### src/rtl/prio_shift_reg_pkg.sv
package prio_shift_reg_pkg;
  typedef enum logic [1:0] {
    OP_HOLD  = 2'b00,
    OP_LOAD  = 2'b01,
    OP_RIGHT = 2'b10,
    OP_LEFT  = 2'b11
  } op_e;
endpackage

### src/rtl/prio_op_encoder.sv
module prio_op_encoder
  import prio_shift_reg_pkg::*;
(
  input  logic load_en_i,
  input  logic right_en_i,
  input  logic left_en_i,
  output op_e  op_o
);
  // fixed priority: load > right > left
  always_comb begin
    if (load_en_i)       op_o = OP_LOAD;
    else if (right_en_i) op_o = OP_RIGHT;
    else if (left_en_i)  op_o = OP_LEFT;
    else                 op_o = OP_HOLD;
  end
endmodule

### src/rtl/prio_bit_cell.sv
module prio_bit_cell
  import prio_shift_reg_pkg::*;
(
  input  logic clk_i,
  input  logic rst_ni,
  input  op_e  op_i,
  input  logic load_bit_i,
  input  logic from_upper_i,  // neighbour above (right shift source)
  input  logic from_lower_i,  // neighbour below (left shift source)
  output logic q_o
);
  logic d;

  always_comb begin
    unique case (op_i)
      OP_LOAD:  d = load_bit_i;
      OP_RIGHT: d = from_upper_i;
      OP_LEFT:  d = from_lower_i;
      default:  d = q_o;
    endcase
  end

  always_ff @(posedge clk_i or negedge rst_ni) begin
    if (!rst_ni) q_o <= 1'b0;
    else         q_o <= d;
  end
endmodule

### src/rtl/prio_shift_reg.sv
module prio_shift_reg
  import prio_shift_reg_pkg::*;
#(
  parameter int WIDTH = 4
) (
  input  logic             clk_i,
  input  logic             rst_ni,
  input  logic             load_en_i,
  input  logic             right_en_i,
  input  logic             left_en_i,
  input  logic             msb_in_i,
  input  logic             lsb_in_i,
  input  logic [WIDTH-1:0] data_i,
  output logic [WIDTH-1:0] q_o
);
  localparam int MSB = WIDTH - 1;

  op_e              op;
  logic [WIDTH-1:0] upper_src;
  logic [WIDTH-1:0] lower_src;

  prio_op_encoder u_enc (
    .load_en_i  (load_en_i),
    .right_en_i (right_en_i),
    .left_en_i  (left_en_i),
    .op_o       (op)
  );

  assign upper_src = {msb_in_i, q_o[MSB:1]};
  assign lower_src = {q_o[MSB-1:0], lsb_in_i};

  for (genvar i = 0; i < WIDTH; i++) begin : g_bit
    prio_bit_cell u_cell (
      .clk_i        (clk_i),
      .rst_ni       (rst_ni),
      .op_i         (op),
      .load_bit_i   (data_i[i]),
      .from_upper_i (upper_src[i]),
      .from_lower_i (lower_src[i]),
      .q_o          (q_o[i])
    );
  end


  a_r2_load_wins: assert property (@(posedge clk_i) disable iff (!rst_ni)
    load_en_i |=> q_o == $past(data_i));


  a_r4_right_shift: assert property (@(posedge clk_i) disable iff (!rst_ni)
    (!load_en_i && right_en_i) |=> q_o == {$past(msb_in_i), $past(q_o[MSB:1])});


  a_r5_left_shift: assert property (@(posedge clk_i) disable iff (!rst_ni)
    (!load_en_i && !right_en_i && left_en_i) |=> q_o == {$past(q_o[MSB-1:0]), $past(lsb_in_i)});


  a_r6_hold: assert property (@(posedge clk_i) disable iff (!rst_ni)
    (!load_en_i && !right_en_i && !left_en_i) |=> $stable(q_o));
endmodule

### config.mk
export PLATFORM = sky130hd
export DESIGN_NAME = prio_shift_reg
export DESIGN_NICKNAME = d
export VERILOG_FILES = /design/src/rtl/prio_shift_reg_pkg.sv /design/src/rtl/prio_op_encoder.sv /design/src/rtl/prio_bit_cell.sv /design/src/rtl/prio_shift_reg.sv
export SDC_FILE = /design/constraint.sdc
export NUM_CORES = 1
export LEC_CHECK = 0
export ABC_AREA = 1
export BUFFER_PORTS_ARGS = -buffer_cell sky130_fd_sc_hd__buf_4
export CORE_AREA = 5 5 42 44
export CTS_BUF_LIST = sky130_fd_sc_hd__clkbuf_4 sky130_fd_sc_hd__clkbuf_8
export DETAILED_ROUTE_END_ITERATION = 10
export DIE_AREA = 0 0 47 49
export GPL_ROUTABILITY_DRIVEN = 0
export SLEW_MARGIN = 20
export SYNTH_ARGS = -nofsm -noshare
export SYNTH_HDL_FRONTEND = slang
export SYNTH_SLANG_ARGS = --single-unit
### constraint.sdc
create_clock -name clk_i -period 0.8 [get_ports clk_i]
set_input_delay 0.16 -clock clk_i [delete_from_list [all_inputs] [get_ports clk_i]]
set_output_delay 0.16 -clock clk_i [all_outputs]
set_load 0.1 [all_outputs]
* Word level (Yosys, flattened, before mapping) *
Index checks and enable logic that the tools add are counted.

storage, ports and cells
  register bits = 4
  input bits = 11
  output and inout port bits = 4
  word-level logic and storage cells = 15

cells by class
  eq/ne operators = 3
  multiplexer cells = 7
  reduce and logical (&&, ||, !) cells = 1

operators by type and width
  cell                                                                    number
  1-bit case mux with 3 select lines                                      4
  2-bit two-way mux                                                       3
  2-bit equality test (second input constant)                             2
  3-bit nonzero test                                                      1
  2-bit by 1-bit equality test with 1-bit output (second input constant)  1

* Logic depth before layout (Yosys ltp) *
Gate-level depths: netlist (run 1).

  depth in word-level cells = 5
  mapped depth = 6
  gate-level depth less buffers = 6

* Modules after synthesis *
A second synthesis (run 1) with hierarchy kept.

second synthesis, totals
  cell total of the unflattened synthesis = 62
  area total of the unflattened synthesis = 327.8 sq um

modules (own cells, without submodules)
  module           times used  cells each  area an instance (sq um)  seq. area each (sq um)
  prio_bit_cell    4           14          76.3                      25.0
  prio_op_encoder  1           6           22.5                      0.0

* Worst setup path after synthesis (run 1) *
OpenSTA, ideal clock, no wires.

  kind = register to output
  from = register g_bit[1].u_cell.q_o
  to = output port q_o[1]
  arrival time = 647 ps
  data required time = 640 ps
  slack = -7 ps
  stages on the path, launching flop included = 2
  buffers on the path = 1
  cell sequence = dfrtp_1 buf_4

RTL lines
  element                 line                  RTL
  start, declared         prio_bit_cell.sv:10   output logic q_o
  start signal, assigned  prio_bit_cell.sv:24   if (!rst_ni) q_o <= 1'b0;
  start signal, assigned  prio_bit_cell.sv:25   else q_o <= d;
  end, declared           prio_shift_reg.sv:14  output logic [WIDTH-1:0] q_o

No word-level cell between the ends.

* Worst setup path in the final report (run 1) *
  from = register g_bit[2].u_cell.q_o
  to = output port q_o[2]

RTL lines
  element                 line
  start, declared         prio_bit_cell.sv:10
  start signal, assigned  prio_bit_cell.sv:24
  start signal, assigned  prio_bit_cell.sv:25

No word-level cell between the ends.

==> results of run 1 <==
==> logic make-up (layout without fill, tap and decap cells) <==
kind of cell | after synthesis | count (layout)
AND/OR/NAND/NOR | 30 | 30
buffers and inverters | 7 | 26
flip-flops | 4 | 4
AO/OA/AOI/OAI | 1 | 1
==> layer usage <==
metal / vias up / GRT usage (%) / share of wire, %
li1: 175 / - / -
met1: 145 / 8.204 / 38
met2: 10 / 10.63 / 51
met3: 0 / 2.583 / 11
met4: 0 / 5.530 / 0
met5: - / 0 / 0
==> Yosys cell counts <==
library cell | n | area (sq um)
sky130_fd_sc_hd__buf_4 | 4 | 30.03
sky130_fd_sc_hd__dfrtp_1 | 4 | 100.1
sky130_fd_sc_hd__inv_2 | 2 | 7.510
sky130_fd_sc_hd__inv_4 | 1 | 6.260
sky130_fd_sc_hd__nand2_1 | 16 | 60.06
sky130_fd_sc_hd__nand2_2 | 1 | 6.260
sky130_fd_sc_hd__nand3_1 | 8 | 40.04
sky130_fd_sc_hd__nand4_1 | 4 | 25.02
sky130_fd_sc_hd__nor2_1 | 1 | 3.750
sky130_fd_sc_hd__o21ai_2 | 1 | 8.760
==> worst min-delay path: cells and delay by family <==
| family | cells | cell delay [ps] |
|---|---|---|
| and+or+nand+nor | 4 | 200 |
| buffers and inverters | 1 | 80 |
==> how the worst max path moves through the flow <==
| stage | start | slack, ps | cells past startpoint | end |
|---|---|---|---|---|
| 3_3_place_gp | right_en_i | -50 | 6 | g_bit[0].u_cell.q_o |
| 5_1_grt | g_bit[2].u_cell.q_o | -220 | 1 | q_o[2] |
| 4_1_cts | g_bit[1].u_cell.q_o | -190 | 1 | q_o[1] |
| 6_report | g_bit[2].u_cell.q_o | -190 | 1 | q_o[2] |
| 3_5_place_dp | g_bit[1].u_cell.q_o | -60 | 1 | q_o[1] |
| 2_1_floorplan | g_bit[3].u_cell.q_o | 20 | 1 | q_o[3] |
==> what timing repair did <==
| action | 4_1_cts | 5_1_grt |
|---|---|---|
| setup buffers | 4 | 0 |
| pin swaps | 0 | 3 |
| setup endpoints to repair | 8 | 8 |
| gates resized for setup | 13 | 5 |
| hold buffers | 1 | 0 |
| hold endpoints to repair | 4 | 0 |
==> power breakdown <==
part	switching, mW	internal (mW)
Sequential	0.0300	0.229
Clock	0.0722	0.167
Combinational	0.278	0.195
Total	0.380	0.591
==> final cells by class <==
| type | count | area share, % |
|---|---|---|
| timing repair buffer | 20 | 39.91 |
| inverter | 3 | 2.613 |
| sequential | 4 | 19.24 |
| tap | 16 | 3.800 |
| clock buffer | 3 | 4.276 |
| multi-input combinational | 31 | 30.17 |
==> metrics.txt, run 1 <==
# TYPE chip_impl_metric gauge
chip_impl_info{name="status",value="complete, but fails checks"} 1
chip_impl_info{name="failing_checks",value="setup timing"} 1
chip_impl_metric{name="portBuffers",unit=""} 14
chip_impl_info{name="min-delay-path-class",value="primary input to register"} 1
chip_impl_metric{name="final.setup.tns",unit="ps"} -1227
chip_impl_info{name="r2r-start",value="g_bit[2].u_cell.q_o"} 1
chip_impl_info{name="largest-register",value="g_bit.u_cell.q_o"} 1
chip_impl_metric{name="timing.reg2reg.worst_path_depth",unit=""} 5
chip_impl_metric{name="timing.hold.worst_path_depth",unit=""} 5
chip_impl_info{name="crit_chain",value="buf_12"} 1
chip_impl_info{name="timing.critical_path.slowest_stage_cell",value="sky130_fd_sc_hd__dfrtp_1"} 1
chip_impl_metric{name="worstPathBufferInverterCount",unit=""} 1
chip_impl_metric{name="grt_first_pass_wirelength",unit="mm"} 1.186
chip_impl_metric{name="drt_wl_total",unit="microns"} 807
chip_impl_metric{name="globalRouteTotalUtil",unit="%"} 7.274
chip_impl_metric{name="dieHeight",unit="microns"} 49
chip_impl_metric{name="yosysUniqueCellTypes",unit=""} 10
chip_impl_metric{name="detailroute.via_count",unit=""} 330
chip_impl_info{name="worst_setup_path_start_kind",value="register"} 1
chip_impl_metric{name="period_share",unit="%"} 123.6
chip_impl_metric{name="postLayoutSetupSlackWorst",unit="ps"} -188.8
chip_impl_metric{name="clk_latency",unit="ps"} 230
chip_impl_metric{name="critPathRequiredTime",unit="ps"} 640
chip_impl_metric{name="initial_core_util",unit="%"} 20.54
chip_impl_metric{name="layout-area-overhead-vs-synth",unit="%"} 83.04
chip_impl_metric{name="synthesized_area_fraction_occupied_by_ao_oa_aoi_and_oai_cells",unit="%"} 3.043
chip_impl_metric{name="syn_avg_cell_area",unit="sq um"} 6.852
chip_impl_metric{name="crit_path_max_fanout",unit=""} 2
chip_impl_metric{name="worst_path_largest_cell_delay",unit="ps"} 400
chip_impl_metric{name="cts.sinks",unit=""} 4
chip_impl_metric{name="design.core.area",unit="sq um"} 1401
chip_impl_metric{name="drtPass1Iterations",unit=""} 2
chip_impl_metric{name="syn_inst",unit=""} 42
chip_impl_metric{name="yosysSeqAreaShare",unit="%"} 34.78
chip_impl_metric{name="cts.path.max_buffers",unit=""} 2
chip_impl_metric{name="io_pins",unit=""} 15
chip_impl_metric{name="muxShareOfSynthArea",unit="%"} 0
chip_impl_metric{name="post_dp_cell_area",unit="sq um"} 390.4
chip_impl_metric{name="transition_at_the_pin_with_the_smallest_max_transition_slack",unit="ps"} 196.7
chip_impl_metric{name="yosys.area_share.adder",unit="%"} 0
chip_impl_metric{name="cts_made_buffers",unit=""} 3
chip_impl_metric{name="synth.net_count",unit=""} 53
chip_impl_info{name="clk_tree_root_cell",value="sky130_fd_sc_hd__clkbuf_4"} 1
chip_impl_metric{name="max_cap_viol_count",unit=""} 0
chip_impl_info{name="layout_common_cells",value="16 x sky130_fd_sc_hd__nand2_1, 13 x sky130_fd_sc_hd__buf_4, 5 x sky130_fd_sc_hd__nand3_1, 4 x sky130_fd_sc_hd__nand4_1, 4 x sky130_fd_sc_hd__buf_12"} 1
chip_impl_info{name="timing.hold.worst.start",value="data_i[1]"} 1
chip_impl_metric{name="final_cell_area",unit="sq um"} 526.8
chip_impl_metric{name="postSynthRegisterBits",unit=""} 4
chip_impl_metric{name="fillerInstances",unit=""} 156
chip_impl_metric{name="dp.final_hpwl",unit="microns"} 589.2
chip_impl_metric{name="finalCriticalPeriod",unit="ps"} 988.8
chip_impl_metric{name="via_per_instance_ratio",unit=""} 4.286
chip_impl_metric{name="dr.first_iter.drc_count",unit=""} 5
chip_impl_metric{name="detail_route.drc_violations",unit=""} 0
chip_impl_metric{name="layout.nets",unit=""} 74
chip_impl_metric{name="final-instance-count-excl-fill",unit=""} 77
chip_impl_metric{name="floorplan.die_area",unit="sq um"} 2303
chip_impl_metric{name="worst-endpoint-arrival",unit="ps"} 830
chip_impl_metric{name="synth_xor_area_share",unit="%"} 0
chip_impl_metric{name="multi_input_comb_area",unit="sq um"} 158.9
chip_impl_metric{name="post_synth_and_or_nand_nor_area_fraction",unit="%"} 46.96
chip_impl_metric{name="skew",unit="ps"} 0.05708
chip_impl_metric{name="final-seq-area",unit="sq um"} 101.3
chip_impl_metric{name="grt_pass1_vias",unit=""} 291
chip_impl_metric{name="timing_max_transition_violations_final",unit=""} 0
chip_impl_info{name="rsz0062_at_grt",value="yes"} 1
chip_impl_metric{name="maximum_number_of_pins_on_one_net_before_global_route_repair",unit=""} 11
chip_impl_metric{name="final_core_utilization",unit="%"} 37.59
chip_impl_metric{name="cts-htree-levels",unit=""} 1
chip_impl_metric{name="design_power_total",unit="mW"} 0.9711
chip_impl_metric{name="floorplan.rows",unit=""} 14
chip_impl_metric{name="power_density",unit="nW/um^2"} 1844
chip_impl_metric{name="drive_above_1_share",unit="%"} 50.82
chip_impl_info{name="tritoncts",value="built"} 1
chip_impl_info{name="hold_path_end",value="g_bit[1].u_cell.q_o"} 1
chip_impl_metric{name="largest_register_ffs",unit=""} 4
chip_impl_info{name="r2r-end",value="g_bit[1].u_cell.q_o"} 1
chip_impl_metric{name="maxClockFrequency",unit="GHz"} 1.011
chip_impl_info{name="layout_top_registers",value="g_bit.u_cell.q_o (4)"} 1
chip_impl_metric{name="grt_overflow",unit=""} 0
chip_impl_metric{name="detail-route-antenna-nets",unit=""} 0
chip_impl_metric{name="die_width",unit="microns"} 47
chip_impl_metric{name="hold_violations",unit=""} 0
chip_impl_metric{name="power.ir.vdd_worst",unit="mV"} 0.5664
chip_impl_info{name="layout.cells.most_common",value="sky130_fd_sc_hd__nand2_1"} 1
chip_impl_info{name="worst-setup-path-type",value="register to output port"} 1
chip_impl_metric{name="pre_cts_ws",unit="ps"} -55.52
chip_impl_metric{name="finalSetupViolCount",unit=""} 8
chip_impl_metric{name="maxSlewHeadroom",unit="%"} 86.88
chip_impl_metric{name="ys_warn_count",unit=""} 0
chip_impl_metric{name="fin_worst_hold_slack",unit="ps"} 239.8
chip_impl_metric{name="clk_pin_slew",unit="ps"} 30
chip_impl_metric{name="diodes",unit=""} 0
chip_impl_metric{name="initial_antenna_violation_count",unit=""} 0
chip_impl_metric{name="drt-wirelength-per-cell",unit="microns"} 10.48
chip_impl_metric{name="rrSetupSlack",unit="ps"} -150
chip_impl_info{name="cell_class_contributing_the_biggest_share_of_worst_path_delay",value="flip-flops"} 1
chip_impl_metric{name="power_leakage",unit="nW"} 0.2713
chip_impl_info{name="synth_top_family_by_area",value="simple AND/OR/NAND/NOR gates"} 1
chip_impl_info{name="endpoint_kind",value="output port"} 1
chip_impl_metric{name="post_synth_instance_area",unit="sq um"} 287.8
chip_impl_metric{name="dpl.cell_count",unit=""} 69
Power figures use the tool's default switching activity.
==> run 2, diff against run 1 <==
==> constraint.sdc (replaced) <==
create_clock -name clk_i -period 1.05 [get_ports clk_i]
set_input_delay 0.21 -clock clk_i [delete_from_list [all_inputs] [get_ports clk_i]]
set_output_delay 0.21 -clock clk_i [all_outputs]
set_load 0.1 [all_outputs]
==> run 2 against run 1 <==
The run now ends clean. Highest routed layer unchanged. Largest power group unchanged. Clock skew increased by 1.0 ps. Critical path depth unchanged. Largest cell class unchanged. Total power decreased by 26%.
==> metrics.txt, run 2 (same netlist as run 1, synthesis figures left out) <==
# TYPE chip_impl_metric gauge
chip_impl_metric{name="maximum_number_of_pins_on_one_net_before_global_route_repair",unit=""} 11
chip_impl_metric{name="maxClockFrequency",unit="GHz"} 0.9727
chip_impl_metric{name="timing_max_transition_violations_final",unit=""} 0
chip_impl_metric{name="drt-wirelength-per-cell",unit="microns"} 10.33
chip_impl_metric{name="portBuffers",unit=""} 14
chip_impl_metric{name="maxSlewHeadroom",unit="%"} 86.86
chip_impl_info{name="timing.critical_path.slowest_stage_cell",value="sky130_fd_sc_hd__dfrtp_2"} 1
chip_impl_info{name="layout.cells.most_common",value="sky130_fd_sc_hd__nand2_1"} 1
chip_impl_metric{name="cts.sinks",unit=""} 4
chip_impl_metric{name="die_width",unit="microns"} 47
chip_impl_metric{name="dieHeight",unit="microns"} 49
chip_impl_info{name="worst_setup_path_start_kind",value="register"} 1
chip_impl_metric{name="multi_input_comb_area",unit="sq um"} 143.9
chip_impl_metric{name="final_core_utilization",unit="%"} 35.54
chip_impl_info{name="rsz0062_at_grt",value="yes"} 1
chip_impl_metric{name="cts.path.max_buffers",unit=""} 2
chip_impl_metric{name="grt_first_pass_wirelength",unit="mm"} 1.255
chip_impl_metric{name="detail-route-antenna-nets",unit=""} 0
chip_impl_metric{name="final_cell_area",unit="sq um"} 498.0
chip_impl_metric{name="fillerInstances",unit=""} 150
chip_impl_metric{name="io_pins",unit=""} 15
chip_impl_metric{name="cts_made_buffers",unit=""} 3
chip_impl_metric{name="detailroute.via_count",unit=""} 331
chip_impl_info{name="crit_chain",value="buf_12"} 1
chip_impl_metric{name="drt_wl_total",unit="microns"} 785
chip_impl_metric{name="clk_pin_slew",unit="ps"} 30
chip_impl_metric{name="dr.first_iter.drc_count",unit=""} 2
chip_impl_metric{name="layout-area-overhead-vs-synth",unit="%"} 73.04
chip_impl_info{name="min-delay-path-class",value="primary input to register"} 1
chip_impl_metric{name="fin_worst_hold_slack",unit="ps"} 280.6
chip_impl_metric{name="drtPass1Iterations",unit=""} 2
chip_impl_metric{name="cts-htree-levels",unit=""} 1
chip_impl_metric{name="drive_above_1_share",unit="%"} 46.67
chip_impl_metric{name="crit_path_max_fanout",unit=""} 2
chip_impl_metric{name="diodes",unit=""} 0
chip_impl_info{name="largest-register",value="g_bit.u_cell.q_o"} 1
chip_impl_metric{name="clk_latency",unit="ps"} 230
chip_impl_info{name="clk_tree_root_cell",value="sky130_fd_sc_hd__clkbuf_4"} 1
chip_impl_metric{name="transition_at_the_pin_with_the_smallest_max_transition_slack",unit="ps"} 197.1
chip_impl_metric{name="worstPathBufferInverterCount",unit=""} 1
chip_impl_metric{name="period_share",unit="%"} 97.92
chip_impl_metric{name="floorplan.die_area",unit="sq um"} 2303
chip_impl_metric{name="initial_antenna_violation_count",unit=""} 0
chip_impl_metric{name="final.setup.tns",unit="ps"} 0
chip_impl_info{name="cell_class_contributing_the_biggest_share_of_worst_path_delay",value="flip-flops"} 1
chip_impl_metric{name="largest_register_ffs",unit=""} 4
chip_impl_metric{name="design_power_total",unit="mW"} 0.7203
chip_impl_metric{name="worst-endpoint-arrival",unit="ps"} 820
chip_impl_metric{name="floorplan.rows",unit=""} 14
chip_impl_info{name="layout_top_registers",value="g_bit.u_cell.q_o (4)"} 1
chip_impl_metric{name="detail_route.drc_violations",unit=""} 0
chip_impl_metric{name="finalCriticalPeriod",unit="ps"} 1028
chip_impl_metric{name="layout.nets",unit=""} 73
chip_impl_info{name="endpoint_kind",value="output port"} 1
chip_impl_metric{name="hold_violations",unit=""} 0
chip_impl_metric{name="power_density",unit="nW/um^2"} 1446
chip_impl_metric{name="critPathRequiredTime",unit="ps"} 840
chip_impl_metric{name="dp.final_hpwl",unit="microns"} 618.4
chip_impl_metric{name="grt_pass1_vias",unit=""} 324
chip_impl_metric{name="worst_path_largest_cell_delay",unit="ps"} 420
chip_impl_metric{name="power_leakage",unit="nW"} 0.2572
chip_impl_info{name="status",value="completed"} 1
chip_impl_metric{name="final-seq-area",unit="sq um"} 102.6
chip_impl_metric{name="via_per_instance_ratio",unit=""} 4.355
chip_impl_metric{name="post_dp_cell_area",unit="sq um"} 382.9
chip_impl_metric{name="power.ir.vdd_worst",unit="mV"} 0.4124
chip_impl_metric{name="design.core.area",unit="sq um"} 1401
chip_impl_metric{name="initial_core_util",unit="%"} 20.54
chip_impl_metric{name="skew",unit="ps"} 1.103
chip_impl_metric{name="globalRouteTotalUtil",unit="%"} 7.491
chip_impl_metric{name="grt_overflow",unit=""} 0
chip_impl_info{name="tritoncts",value="built"} 1
chip_impl_info{name="layout_common_cells",value="16 x sky130_fd_sc_hd__nand2_1, 14 x sky130_fd_sc_hd__buf_4, 8 x sky130_fd_sc_hd__nand3_1, 4 x sky130_fd_sc_hd__nand4_1, 4 x sky130_fd_sc_hd__buf_12"} 1
chip_impl_info{name="worst-setup-path-type",value="register to output port"} 1
chip_impl_metric{name="max_cap_viol_count",unit=""} 0
chip_impl_metric{name="finalSetupViolCount",unit=""} 0
[run 2: cell count changes in the layout (fill, tap and decap cells not counted)]
cell and delta:
sky130_fd_sc_hd__dfrtp_2 +1, sky130_fd_sc_hd__dfrtp_1 -1, sky130_fd_sc_hd__buf_6 -2, sky130_fd_sc_hd__nand3_2 -3, sky130_fd_sc_hd__nand3_1 +3, sky130_fd_sc_hd__buf_4 +1
[run 2: timing repair]
action	in CTS	in global routing
resized for setup	14	0
endpoints found under the hold margin	4	0
endpoints found under the setup margin	4	4
hold buffers	1	0
setup buffers	2	2
pin swaps	0	0
[run 2: per-stage QoR]
step,setup slack (ps),instances
4_1_cts,4.258,74
5_1_grt,-6.493,76
3_5_place_dp,140.0,68
6_report,21.88,76
3_3_place_gp,150.1,68
2_1_floorplan,193.5,42
[run 2: final timing paths]
check / from / end / slack (ps) / cells after the start
hold reg to reg: g_bit[0].u_cell.q_o / g_bit[0].u_cell.q_o / 560 / 2
hold / removal: data_i[2] / g_bit[2].u_cell.q_o / 280 / 5
max in group asynchronous: rst_ni / g_bit[1].u_cell.q_o / 620 / 2
min in group asynchronous: rst_ni / g_bit[3].u_cell.q_o / 310 / 2
setup / recovery: g_bit[1].u_cell.q_o / q_o[1] / 20 / 1
setup reg to reg: g_bit[2].u_cell.q_o / g_bit[3].u_cell.q_o / 100 / 5
[run 2: area by class of cell]
type / count / share of cell area [%]
inverters: 3 / 2.764
clock buffers: 3 / 4.523
flip-flops and latches: 4 / 20.60
well taps: 16 / 4.020
multi-input cells: 31 / 28.89
repair buffers: 19 / 39.20
[run 2: routing by layer]
layer | GRT usage, % | wire length, microns | up-vias
li1 | - | - | 174
met1 | 8.000 | 272 | 147
met2 | 12.22 | 416 | 10
met3 | 2.583 | 96 | 0
met4 | 4.147 | 0 | 0
met5 | 0 | 0 | -
[run 2: power breakdown]
part	switching [mW]	total (mW)	internal [mW]
clock	0.0521	0.179	0.127
sequential	0.0218	0.197	0.175
combinational	0.205	0.344	0.139
total	0.279	0.720	0.441
